File: src/rtl/nand_erase_pkg.sv
// Shared definitions for the NAND block erase sequencer.
// Assumes a single 8-bit device bus and one erase per request.
package nand_erase_pkg;
    typedef enum logic [2:0] {
        ST_IDLE,
        ST_WRITE,
        ST_WB,
        ST_BUSY,
        ST_WHR,
        ST_READ
    } seq_state_e;

    localparam logic [7:0] CMD_ERASE_SETUP = 8'h60;
    localparam logic [7:0] CMD_ERASE_GO    = 8'hD0;
    localparam logic [7:0] CMD_STATUS      = 8'h70;
endpackage

File: src/rtl/nand_strobe_gen.sv
// Generates one active-low strobe pulse per go request: LOW_CYC cycles low,
// then HIGH_CYC cycles high. Flags the last low cycle (data sample point)
// and the last high cycle (strobe complete). Assumes LOW_CYC, HIGH_CYC >= 1
// and that go_i is only raised while active_o is low.
module nand_strobe_gen #(
    parameter int LOW_CYC  = 3,
    parameter int HIGH_CYC = 2
) (
    input  logic clk,
    input  logic rst_n,
    input  logic go_i,
    output logic strobe_n_o,
    output logic sample_o,
    output logic end_o,
    output logic active_o
);
    localparam int MAXC = (LOW_CYC > HIGH_CYC) ? LOW_CYC : HIGH_CYC;
    localparam int CW   = $clog2(MAXC + 1);

    logic          active_q;
    logic          low_q;
    logic [CW-1:0] cnt_q;
    logic          low_last;
    logic          high_last;

    assign low_last  = low_q  && (cnt_q == CW'(LOW_CYC - 1));
    assign high_last = !low_q && (cnt_q == CW'(HIGH_CYC - 1));

    // Phase sequencer: idle -> low phase -> high phase -> idle.
    always_ff @(posedge clk) begin
        if (!rst_n) begin
            active_q <= 1'b0;
            low_q    <= 1'b0;
            cnt_q    <= '0;
        end else if (!active_q) begin
            if (go_i) begin
                active_q <= 1'b1;
                low_q    <= 1'b1;
                cnt_q    <= '0;
            end
        end else if (low_q) begin
            if (low_last) begin
                low_q <= 1'b0;
                cnt_q <= '0;
            end else begin
                cnt_q <= cnt_q + 1'b1;
            end
        end else if (high_last) begin
            active_q <= 1'b0;
        end else begin
            cnt_q <= cnt_q + 1'b1;
        end
    end

    // Pin and event decode.
    always_comb begin
        strobe_n_o = !(active_q && low_q);
        sample_o   = active_q && low_last;
        end_o      = active_q && high_last;
        active_o   = active_q;
    end

    // the edge after the sample point always returns the strobe high.
    a_r3_rise_after_sample: assert property (@(posedge clk) disable iff (!rst_n)
        sample_o |=> strobe_n_o);
endmodule

File: src/rtl/nand_delay_ctr.sv
// Wait counter: restarts at zero on restart_i, counts up and holds at the
// limit. hit_o is high while the count equals the limit, so a state that
// restarts it on entry and leaves on hit_o lasts limit_i + 1 cycles.
module nand_delay_ctr #(
    parameter int CW = 8
) (
    input  logic          clk,
    input  logic          rst_n,
    input  logic          restart_i,
    input  logic [CW-1:0] limit_i,
    output logic          hit_o
);
    logic [CW-1:0] cnt_q;

    // Count toward the limit, saturating there.
    always_ff @(posedge clk) begin
        if (!rst_n || restart_i) begin
            cnt_q <= '0;
        end else if (cnt_q != limit_i) begin
            cnt_q <= cnt_q + 1'b1;
        end
    end

    // Limit compare.
    assign hit_o = (cnt_q == limit_i);
endmodule

File: src/rtl/nand_erase_seq.sv
// Erases one NAND block: writes setup command, row bytes (LSB first) and
// confirm command, waits out ready/busy, writes the status command and
// reads one status byte. Bit 0 of status clear means success. Assumes
// nand_rb_n_i is asynchronous (synchronised here) and that the pads
// combine nand_dq_o / nand_dq_oe_o / nand_dq_i into the device bus.
module nand_erase_seq
    import nand_erase_pkg::*;
#(
    parameter int ROW_BYTES = 3,
    parameter int WE_LOW    = 3,
    parameter int WE_HIGH   = 2,
    parameter int WB_CYC    = 20,
    parameter int WHR_CYC   = 12,
    parameter int BUSY_MAX  = 1000000
) (
    input  logic                   clk,
    input  logic                   rst_n,
    input  logic                   start_i,
    input  logic [8*ROW_BYTES-1:0] row_addr_i,
    output logic                   done_o,
    output logic                   pass_o,
    output logic                   timeout_o,
    output logic                   nand_ce_n_o,
    output logic                   nand_cle_o,
    output logic                   nand_ale_o,
    output logic                   nand_we_n_o,
    output logic                   nand_re_n_o,
    output logic [7:0]             nand_dq_o,
    output logic                   nand_dq_oe_o,
    input  logic [7:0]             nand_dq_i,
    input  logic                   nand_rb_n_i
);
    localparam int ROW_W        = 8 * ROW_BYTES;
    localparam int CONFIRM_STEP = ROW_BYTES + 1;
    localparam int STATUS_STEP  = ROW_BYTES + 2;
    localparam int SW           = $clog2(STATUS_STEP + 1);
    localparam int T_A          = (WB_CYC > WHR_CYC) ? WB_CYC : WHR_CYC;
    localparam int T_MAX        = (BUSY_MAX > T_A) ? BUSY_MAX : T_A;
    localparam int CW           = $clog2(T_MAX + 1);

    seq_state_e       state_q, state_d;
    logic [SW-1:0]    step_q;
    logic [ROW_W-1:0] row_q;
    logic [1:0]       rb_sync_q;
    logic [7:0]       stat_q;
    logic             done_q, pass_q, tmo_q;
    logic             we_go, we_sample, we_end, we_active;
    logic             re_go, re_sample, re_end, re_active;
    logic             dly_hit, dly_restart;
    logic [CW-1:0]    dly_limit;
    logic             rb_ready, fin_ok, fin_to;
    logic [7:0]       dq_byte;

    assign rb_ready = rb_sync_q[1];
    assign we_go    = (state_q == ST_WRITE) && !we_active;
    assign re_go    = (state_q == ST_READ) && !re_active;
    assign fin_ok   = (state_q == ST_READ) && re_end;
    assign fin_to   = (state_q == ST_BUSY) && !rb_ready && dly_hit;

    nand_strobe_gen #(.LOW_CYC(WE_LOW), .HIGH_CYC(WE_HIGH)) we_gen_i (
        .clk(clk), .rst_n(rst_n), .go_i(we_go), .strobe_n_o(nand_we_n_o),
        .sample_o(we_sample), .end_o(we_end), .active_o(we_active));

    nand_strobe_gen #(.LOW_CYC(WE_LOW), .HIGH_CYC(WE_HIGH)) re_gen_i (
        .clk(clk), .rst_n(rst_n), .go_i(re_go), .strobe_n_o(nand_re_n_o),
        .sample_o(re_sample), .end_o(re_end), .active_o(re_active));

    nand_delay_ctr #(.CW(CW)) dly_i (
        .clk(clk), .rst_n(rst_n), .restart_i(dly_restart),
        .limit_i(dly_limit), .hit_o(dly_hit));

    // Next-state decision for the operation sequence.
    always_comb begin
        state_d = state_q;
        unique case (state_q)
            ST_IDLE:  if (start_i) state_d = ST_WRITE;
            ST_WRITE: if (we_end) begin
                          if (step_q == SW'(CONFIRM_STEP))     state_d = ST_WB;
                          else if (step_q == SW'(STATUS_STEP)) state_d = ST_WHR;
                      end
            ST_WB:    if (dly_hit) state_d = ST_BUSY;
            ST_BUSY:  if (rb_ready) state_d = ST_WRITE;
                      else if (dly_hit) state_d = ST_IDLE;
            ST_WHR:   if (dly_hit) state_d = ST_READ;
            ST_READ:  if (re_end) state_d = ST_IDLE;
            default:  state_d = ST_IDLE;
        endcase
    end

    // Wait counter control: restart on every state change, limit per state.
    always_comb begin
        dly_restart = (state_d != state_q);
        unique case (state_q)
            ST_WB:   dly_limit = CW'(WB_CYC - 1);
            ST_BUSY: dly_limit = CW'(BUSY_MAX - 1);
            default: dly_limit = CW'(WHR_CYC - 1);
        endcase
    end

    // Sequence state, captured request, status byte and result flags.
    always_ff @(posedge clk) begin
        if (!rst_n) begin
            state_q   <= ST_IDLE;
            step_q    <= '0;
            row_q     <= '0;
            rb_sync_q <= '0;
            stat_q    <= '0;
            done_q    <= 1'b0;
            pass_q    <= 1'b0;
            tmo_q     <= 1'b0;
        end else begin
            state_q   <= state_d;
            rb_sync_q <= {rb_sync_q[0], nand_rb_n_i};
            done_q    <= fin_ok || fin_to;
            if (state_q == ST_IDLE && start_i) begin
                row_q  <= row_addr_i;
                step_q <= '0;
                pass_q <= 1'b0;
                tmo_q  <= 1'b0;
            end
            if (we_end)    step_q <= step_q + 1'b1;
            if (re_sample) stat_q <= nand_dq_i;
            if (fin_ok)    pass_q <= !stat_q[0];
            if (fin_to)    tmo_q  <= 1'b1;
        end
    end

    // Byte placed on the bus for the current write step.
    always_comb begin
        dq_byte = 8'h00;
        if (step_q == '0)                        dq_byte = CMD_ERASE_SETUP;
        else if (step_q == SW'(CONFIRM_STEP))    dq_byte = CMD_ERASE_GO;
        else if (step_q == SW'(STATUS_STEP))     dq_byte = CMD_STATUS;
        for (int i = 0; i < ROW_BYTES; i++) begin
            if (step_q == SW'(i + 1)) dq_byte = row_q[8*i +: 8];
        end
    end

    // Device pin and result outputs.
    always_comb begin
        nand_ce_n_o  = (state_q == ST_IDLE);
        nand_dq_oe_o = (state_q == ST_WRITE);
        nand_dq_o    = dq_byte;
        nand_cle_o   = (state_q == ST_WRITE) &&
                       (step_q == '0 || step_q > SW'(ROW_BYTES));
        nand_ale_o   = (state_q == ST_WRITE) &&
                       (step_q != '0 && step_q <= SW'(ROW_BYTES));
        done_o       = done_q;
        pass_o       = pass_q;
        timeout_o    = tmo_q;
    end

    // latch enables and strobes are mutually exclusive.
    a_r11_latch_excl: assert property (@(posedge clk) disable iff (!rst_n)
        !(nand_cle_o && nand_ale_o));
    a_r11_strobe_excl: assert property (@(posedge clk) disable iff (!rst_n)
        !(!nand_we_n_o && !nand_re_n_o));
    // the bus is released while the device drives it.
    a_r6_bus_released: assert property (@(posedge clk) disable iff (!rst_n)
        !nand_re_n_o |-> !nand_dq_oe_o);
    // a write strobe only starts with the bus driven and a latch enable set.
    a_r2_we_setup: assert property (@(posedge clk) disable iff (!rst_n)
        $fell(nand_we_n_o) |-> (nand_dq_oe_o && (nand_cle_o || nand_ale_o)));
    // done is a single-cycle pulse that coincides with chip enable release.
    a_r9_done_single: assert property (@(posedge clk) disable iff (!rst_n)
        done_o |=> !done_o);
    a_r9_ce_off_at_done: assert property (@(posedge clk) disable iff (!rst_n)
        done_o |-> nand_ce_n_o);
    // the captured address does not move while an operation runs.
    a_r10_row_held: assert property (@(posedge clk) disable iff (!rst_n)
        !nand_ce_n_o |=> $stable(row_q));
    // a timeout never reports success.
    a_r8_timeout_no_pass: assert property (@(posedge clk) disable iff (!rst_n)
        timeout_o |-> !pass_o);
endmodule

File: config.mk
export PLATFORM = sky130hd
export DESIGN_NAME = nand_erase_seq
export DESIGN_NICKNAME = d
export VERILOG_FILES = /design/src/rtl/nand_erase_pkg.sv /design/src/rtl/nand_strobe_gen.sv /design/src/rtl/nand_delay_ctr.sv /design/src/rtl/nand_erase_seq.sv
export SDC_FILE = /design/constraint.sdc
export NUM_CORES = 1
export LEC_CHECK = 0
export BUFFER_PORTS_ARGS = -buffer_cell sky130_fd_sc_hd__buf_2
export CELL_PAD_IN_SITES_DETAIL_PLACEMENT = 0
export CELL_PAD_IN_SITES_GLOBAL_PLACEMENT = 1
export CORE_ASPECT_RATIO = 1.5
export CORE_UTILIZATION = 35
export DETAILED_ROUTE_END_ITERATION = 10
export GPL_TIMING_DRIVEN = 0
export PLACE_DENSITY = 0.75
export SLEW_MARGIN = 25
export SYNTH_ARGS = -nofsm -noshare
export SYNTH_HDL_FRONTEND = slang
export SYNTH_SLANG_ARGS = --single-unit
File: constraint.sdc
create_clock -name clk -period 3.7 [get_ports clk]
set_input_delay 0.74 -clock clk [delete_from_list [all_inputs] [get_ports clk]]
set_output_delay 0.74 -clock clk [all_outputs]
set_load 0.01 [all_outputs]
* Word level (Yosys, flattened, before mapping)
Index checks and enable logic that the tools add are counted.
** Cells by class
- Add/sub/neg operators :: 4
- $lt $le $gt $ge :: 2
- Eq/ne operators :: 19
- Muxes and demuxes :: 48
- Reduce and logical (&&, ||, !) cells :: 40
** Operators with widths (number)
- $mux 8 :: 5
- $pmux 20 s2 :: 1
- $mux 3 :: 11
- $add 20x1->20 const B :: 1
- $eq 20x20->1 :: 1
- $mux 2 :: 10
- $ne 20x20->1 :: 1
- $mux 1 :: 19
- $logic_and 1x1->1 :: 18
- $pmux 3 s6 :: 1
- $eq 3x2->1 const B :: 4
- $eq 3x3->1 const B :: 4
- $reduce_bool 2->1 :: 5
- $logic_not 1->1 :: 9
- $mux 7 :: 1
- $eq 3x1->1 const B :: 2
- $logic_not 3->1 :: 2
- $ne 3x3->1 const B :: 2
- $add 2x1->2 const B :: 2
- $eq 2x1->1 const B :: 2
- $eq 2x2->1 const B :: 2
- $reduce_and 2->1 :: 2
- $add 3x1->3 const B :: 1
- $gt 3x2->1 const B :: 1
- other kinds (4) :: 6
** Word-level totals
- Bits in registers :: 64
- Input port bits :: 36

* Depth between registers and ports, before layout
Gate-level depths: netlist of the first run.
- Word-level depth :: 8
- Gate-level depth with buffers :: 7
- Gate-level depth less buffers :: 6

* Modules after synthesis
A second synthesis of the first run with hierarchy kept.
** Unflattened totals
- Cells, all modules :: 413
- Area, all modules :: 3463.3 um^2
** Modules (own cells, without submodules)
- nand_erase_seq :: instances 1, cells each 234, area each 1876.8 um^2
- nand_delay_ctr :: instances 1, cells each 137, area each 1186.1 um^2
- nand_strobe_gen :: instances 2, cells each 21, area each 200.2 um^2

* Least setup slack after synthesis of the first run
OpenSTA, ideal clock, no wires.
- Kind :: register to output
- From :: register step_q[0]
- To :: output nand_dq_o[0]
- Data arrival time :: 1.560 ns
- Data required time :: 2.960 ns
- Path slack :: 1.400 ns
- Stages on the path, launching flop included :: 7
- Path buffers :: 1
- Path through :: dfxtp_1 > inv_1 > ha_1 > clkbuf_1 > nor3b_1 > a22oi_1 > o21ai_0
** Between the ends
- Longest elaborated chain between the ends :: 6
- Elaborated cells between the ends (all ways) :: 10
- Those cells by class :: eq/ne: 4; mux: 5; reduce/logical: 1
** RTL lines
- from (decl) :: line nand_erase_seq.sv:42 : logic [SW-1:0] step_q;
- from (signal assigned) :: line nand_erase_seq.sv:121 : if (we_end) step_q <= step_q + 1'b1;
- $eq 3x3->1 :: line nand_erase_seq.sv:132 : else if (step_q == SW'(CONFIRM_STEP)) dq_byte = CMD_ERASE_GO;
- $mux 8 :: line nand_erase_seq.sv:132
- $mux 8 :: line nand_erase_seq.sv:131 : if (step_q == '0) dq_byte = CMD_ERASE_SETUP;
- $mux 8 (2 in series) :: line nand_erase_seq.sv:135 : if (step_q == SW'(i + 1)) dq_byte = row_q[8*i +: 8];
- $mux 8 * :: line nand_erase_seq.sv:135
- to (decl) :: line nand_erase_seq.sv:28 : output logic [7:0] nand_dq_o,
Every way passes the cells marked *; elsewhere a longest branch is shown, timed or not.

* Worst setup path after layout of the first run
- From :: register step_q[1]
- To :: output nand_dq_o[3]
The elaborated chain is that of the path after synthesis.

==> reports/qor.yml, run 1 <==
drt:
  wire_per_inst_um: 14.5
  initialDrtViolationCount: 135
  route.detailed.drc: 0
  dr_wl_met2_mm: 4.48
  wl_mm: 8.58
  wl_met3_um: 286
  highest_layer: "met4"
  wl_met1_mm: 3.57
  drt.antenna.violating_nets: 0
  first_pass_iters: 4
  vias_per_cell: 5.17
  vias: 3054
floorplanning:
  die_h_um: 122
  ios: 53
  initial_core_util: 0.363
  rows: 43
  die_area_sq_um: 10100
  chipWidth_um: 82.3
  core_area_sq_um: 9310
hold_path:
  hold_class: "reg -> reg"
synth:
  netlist.area_leader.share: 0.379
  synth_ff_type: "dfxtp_1"
  async_flop_share: 0
  synth.avg_cell_area_sq_um: 8.07
  synth_area_sq_um: 3380
  synthesis.nets: 461
  ys_seq_elements: 64
  synth_warnings: 0
  seq_area_frac_synth: 0.379
  synth_common_cells: "nand2_1, dfxtp_1, a21boi_0"
  synth_cell_type_count: 57
  syn_inst: 419
  synthMostInstantiatedCell: "nand2_1"
  synth_edf_count: 0
  synth.area.top_cells: "dfxtp_1, nand2_1, a21boi_0"
  post-synth-top-area-cell: "dfxtp_1"
timing:
  rsz0062_at_grt: "no"
  setup_violations: 0
  hold_violations: 0
  finClkSkew_ns: 0.00293
  max_freq_mhz: 327
  fin_crit_sh: 0.826
  fin_crit_ns: 3.06
  fin_ws_ns: 0.644
  drv_slew: 0
  worst_pin_slew_ns: 0.782
  finalSetupTns_ns: 0
  relSlewSlack: 0.474
cts:
  cts_buffers: 9
  postCtsSetupBuffers: 0
  clock_latency_ns: 0.33
  ctsRootBufferMaster: "clkbuf_16"
  clock-sinks: 64
  clk_pin_slew_ns: 0.05
  ctsResizeCount: 0
  h-tree-depth: 3
  clock_path_buffers: 2
  cts_hold_buffers: 0
  cts_tree: "done"
worst_setup_path:
  critical_path.endpoint_type: "output port"
  crit_type: "reg -> out"
  required_ns: 2.96
  critPathLaunchType: "register"
  ff2ff_setup_slack_ns: 1.59
  worstPathMaxFanout: 8
  worstPathArrival_ns: 2.32
global_route:
  overflow: 0
  antenna_found_initial: 0
  grt_pass1_vias: 2985
  grt_usage: 0.180
  grt_pass1_wl_mm: 13.6
  grt_max_degree: 11
finish:
  n_fill_cell: 975
  drive_above_1_share: 0.180
  nNetsFinal: 517
  antennaDiodeCount: 0
  final_area_sq_um: 4050
  post-route-util: 0.435
  area_delta_synth_final_pct: 19.8
placed_design:
  pre_cts_slack_ns: 0.955
  io_buffers: 45
  placed_area_sq_um: 3750
  dp_hpwl_mm: 6.38
  gp_congestion: 0.802
status:
  status: "complete, no violations"
run:
  maxCapViolCount: 0
power:
  ir_worst_vdd_mv: 0.257
  p_per_area_nw_per_um2: 423
  p_leak_nw: 1.51
==> critical path: stages (launching register included) <==
cell	delay (ns)
dfxtp_1	0.36
inv_1	0.12
ha_1	0.14
clkbuf_1	0.28
nor3b_1	0.55
a22oi_1	0.21
o21ai_0	0.18
buf_2	0.15
==> through the flow <==
| step | instances | hold slack [ns] | power (W) |
|---|---|---|---|
| floorplan | 419 | 0.412 | 0.000805 |
| global placement | 576 | 0.425 | 0.000847 |
| detailed placement | 576 | 0.424 | 0.000850 |
| CTS | 591 | 0.439 | 0.00174 |
| global route | 591 | 0.446 | 0.00178 |
| finish | 591 | 0.436 | 0.00171 |
==> report_power, final <==
group          switching [W]  leakage [nW]  internal [W]
combinational      0.0000617         0.843     0.0000449
sequential         0.0000153         0.521      0.000712
clock               0.000295         0.149      0.000583
total               0.000372          1.51       0.00134
==> kinds of logic (layout without fill, tap and decap cells) <==
family / Yosys count / count (layout) / synth area share
buffers and inverters: 35 / 95 / 0.0496
XOR/XNOR: 14 / 14 / 0.0385
adder cells (fa/ha/maj): 6 / 6 / 0.0222
AND/OR/NAND/NOR: 201 / 201 / 0.296
flip-flops: 64 / 64 / 0.379
AO/OA/AOI/OAI: 93 / 93 / 0.196
multiplexers: 6 / 6 / 0.0181
==> state kept, by name, summed over array words and instances, names as in the netlist, 2 cells and up <==
name            count
row_q              24
dly_i.cnt_q        20
rb_sync_q           2
re_gen_i.cnt_q      2
state_q             3
we_gen_i.cnt_q      2
step_q              3
==> routing by layer <==
layer  GRT usage  up-vias
li1            -     1585
met1       0.185     1394
met2       0.337       56
met3      0.0312       19
met4      0.0910        0
met5           0        -
==> layout make-up <==
type | instances | area, sq um | share of cell area
clock inverter | 4 | 70.1 | 0.0173
clock buffer | 11 | 233 | 0.0575
inverter | 8 | 30.0 | 0.00741
timing repair buffer | 45 | 225 | 0.0556
buffer | 27 | 138 | 0.0340
sequential | 64 | 1280 | 0.316
multi-input combinational | 320 | 1930 | 0.477
tap | 112 | 140 | 0.0346
==> cell usage in the layout (no fill, tap or decap), drive strengths merged, types with 11 or more instances in the layout <==
master and n:
nand2 87, dfxtp 64, buf 55, a21boi 32, clkbuf 28, o21ai 22, nor2 21, nor3 21
nand3 15, a21oi 12, xor2 11
==> path summary, 6_finish.rpt <==
path | from | to | cells past startpoint
setup reg to reg | state_q[1] | dly_i.cnt_q[11] | 7
hold reg to reg | rb_sync_q[0] | rb_sync_q[1] | 1
setup / recovery | step_q[1] | nand_dq_o[3] | 7
hold / removal | rb_sync_q[0] | rb_sync_q[1] | 1
No activity file was read; power rests on OpenSTA's default activity.
==> inputs of run 2 (changes only) <==
--- a/config.mk
+++ b/config.mk
@@ -12,7 +12,7 @@
 export CORE_UTILIZATION = 35
 export DETAILED_ROUTE_END_ITERATION = 10
 export GPL_TIMING_DRIVEN = 0
-export PLACE_DENSITY = 0.75
+export PLACE_DENSITY = 0.78
 export SLEW_MARGIN = 25
 export SYNTH_ARGS = -nofsm -noshare
 export SYNTH_HDL_FRONTEND = slang
==> constraint.sdc (replaced) <==
create_clock -name clk -period 2.6 [get_ports clk]
set_input_delay 0.52 -clock clk [delete_from_list [all_inputs] [get_ports clk]]
set_output_delay 0.52 -clock clk [all_outputs]
set_load 0.01 [all_outputs]
==> run 2 against run 1 <==
Effect of this change: clock-buffer cell count up 1; largest cell class unchanged; register-to-register slack lost 1.1 ns; clock power increased by 34%; critical path depth fell by 1; flip-flop and latch count stayed put; critical endpoint is now nand_dq_o[5]; setup slack lost 0.50 ns; final cell count fell by 0.34%; non-clock buffer count shrank 2; wire length down 2.5%.
==> reports/qor.yml, run 2 (synthesis gave the netlist of run 1 again) <==
timing:
  finalSetupTns_ns: 0
  setup_violations: 0
  rsz0062_at_grt: "no"
  fin_crit_sh: 0.943
  holdWs_ns: 0.416
  worst_pin_slew_ns: 0.729
  finClkSkew_ns: 0.00460
  relSlewSlack: 0.509
  hold_violations: 0
  max_freq_mhz: 408
  fin_crit_ns: 2.45
  drv_slew: 0
global_route:
  overflow: 0
  grt_pass1_wl_mm: 13.5
  antenna_found_initial: 0
  grt_pass1_vias: 2937
  grt_usage: 0.179
  grt_max_degree: 11
worst_setup_path:
  critPathLaunchType: "register"
  crit_type: "reg -> out"
  required_ns: 2.08
  cp-startpoint: "step_q[2]"
  worstPathArrival_ns: 1.93
  critPathCapture: "nand_dq_o[5]"
  worstRegToRegCells: 6
  critical_path.endpoint_type: "output port"
  worstPathMaxFanout: 10
  r2r_start: "dly_i.cnt_q[2]"
  ff2ff_setup_slack_ns: 0.48
  r2r-end: "dly_i.cnt_q[1]"
floorplanning:
  chipWidth_um: 82.3
  core_area_sq_um: 9310
  ios: 53
  rows: 43
  die_h_um: 122
  die_area_sq_um: 10100
  initial_core_util: 0.363
drt:
  wire_per_inst_um: 14.2
  vias: 3070
  wl_mm: 8.37
  initialDrtViolationCount: 144
  vias_per_cell: 5.21
  route.detailed.drc: 0
  first_pass_iters: 4
  drt.antenna.violating_nets: 0
finish:
  largest_reg_flops: 24
  drive_above_1_share: 0.197
  antennaDiodeCount: 0
  nNetsFinal: 515
  final_common_cell: "nand2_1"
  top_register: "row_q"
  largestRegisters: "row_q x24, dly_i.cnt_q x20"
  area_delta_synth_final_pct: 20.2
  fin_cells: 589
  layout_common_cells: "nand2_1, dfxtp_1, buf_2"
cts:
  postCtsSetupBuffers: 0
  ctsRootBufferMaster: "clkbuf_16"
  cts_hold_buffers: 0
  clk_pin_slew_ns: 0.05
  clock-sinks: 64
  cts_tree: "done"
  clock_latency_ns: 0.33
  clock_path_buffers: 2
  cts_buffers: 9
  h-tree-depth: 3
power:
  p_per_area_nw_per_um2: 582
  ir_worst_vdd_mv: 0.352
  p_leak_nw: 1.51
placed_design:
  io_buffers: 45
  gp_congestion: 0.819
  dp_hpwl_mm: 6.24
  dp_cells: 576
hold_path:
  hold_class: "in -> reg"
run:
  maxCapViolCount: 0
status:
  status: "complete, no violations"
[run 2: how the worst min path moves through the flow]
stage                  from      endpoint  cells after the start
2_1_floorplan  rb_sync_q[0]  rb_sync_q[1]                      1
3_3_place_gp   rb_sync_q[0]  rb_sync_q[1]                      1
3_5_place_dp   rb_sync_q[0]  rb_sync_q[1]                      1
4_1_cts         nand_rb_n_i  rb_sync_q[0]                      2
5_1_grt         nand_rb_n_i  rb_sync_q[0]                      2
6_report        nand_rb_n_i  rb_sync_q[0]                      2
[run 2: timing repair]
item,CTS,global route
pin swaps,0,1
setup endpoints to repair,4,7
cloned,0,0
resized for setup,4,9
[run 2: cell type report]
type	count	area, sq um
buffer	25	133
clock buffer	12	246
clock inverter	3	42.5
fill	961	5240
inverter	8	30.0
multi-input combinational	320	1960
sequential	64	1280
tap	112	140
timing repair buffer	45	225
[run 2: through the flow]
stage	instance area (sq um)	total power [W]	util	worst slack, ns
2_1_floorplan	3380	0.00115	-	0.520
3_3_place_gp	3750	0.00120	0.403	0.111
3_5_place_dp	3750	0.00121	0.403	0.114
4_1_cts	4050	0.00240	0.435	0.00259
5_1_grt	4060	0.00247	0.437	0.00564
6_report	4060	0.00237	0.437	0.147
[run 2: power by group]
part | internal (W) | switching, W | total, W | leakage (nW)
clock | 0.000761 | 0.000417 | 0.00118 | 0.139
sequential | 0.00101 | 0.0000218 | 0.00104 | 0.521
combinational | 0.0000643 | 0.0000875 | 0.000152 | 0.850
[run 2: routing by layer]
layer / track usage / wire, um / up-vias
li1: - / - / 1583
met1: 0.189 / 3490 / 1424
met2: 0.331 / 4440 / 50
met3: 0.0409 / 291 / 13
met4: 0.0746 / 150 / 0
met5: 0 / 0 / -
[run 2: worst max-delay path, cell delays in order, from the launching register on]
cell and delay (ns):
dfxtp_1 0.36, clkbuf_1 0.46, nor3b_1 0.11, o21ai_0 0.15, o21ai_0 0.11, mux2_2 0.29
buf_2 0.14
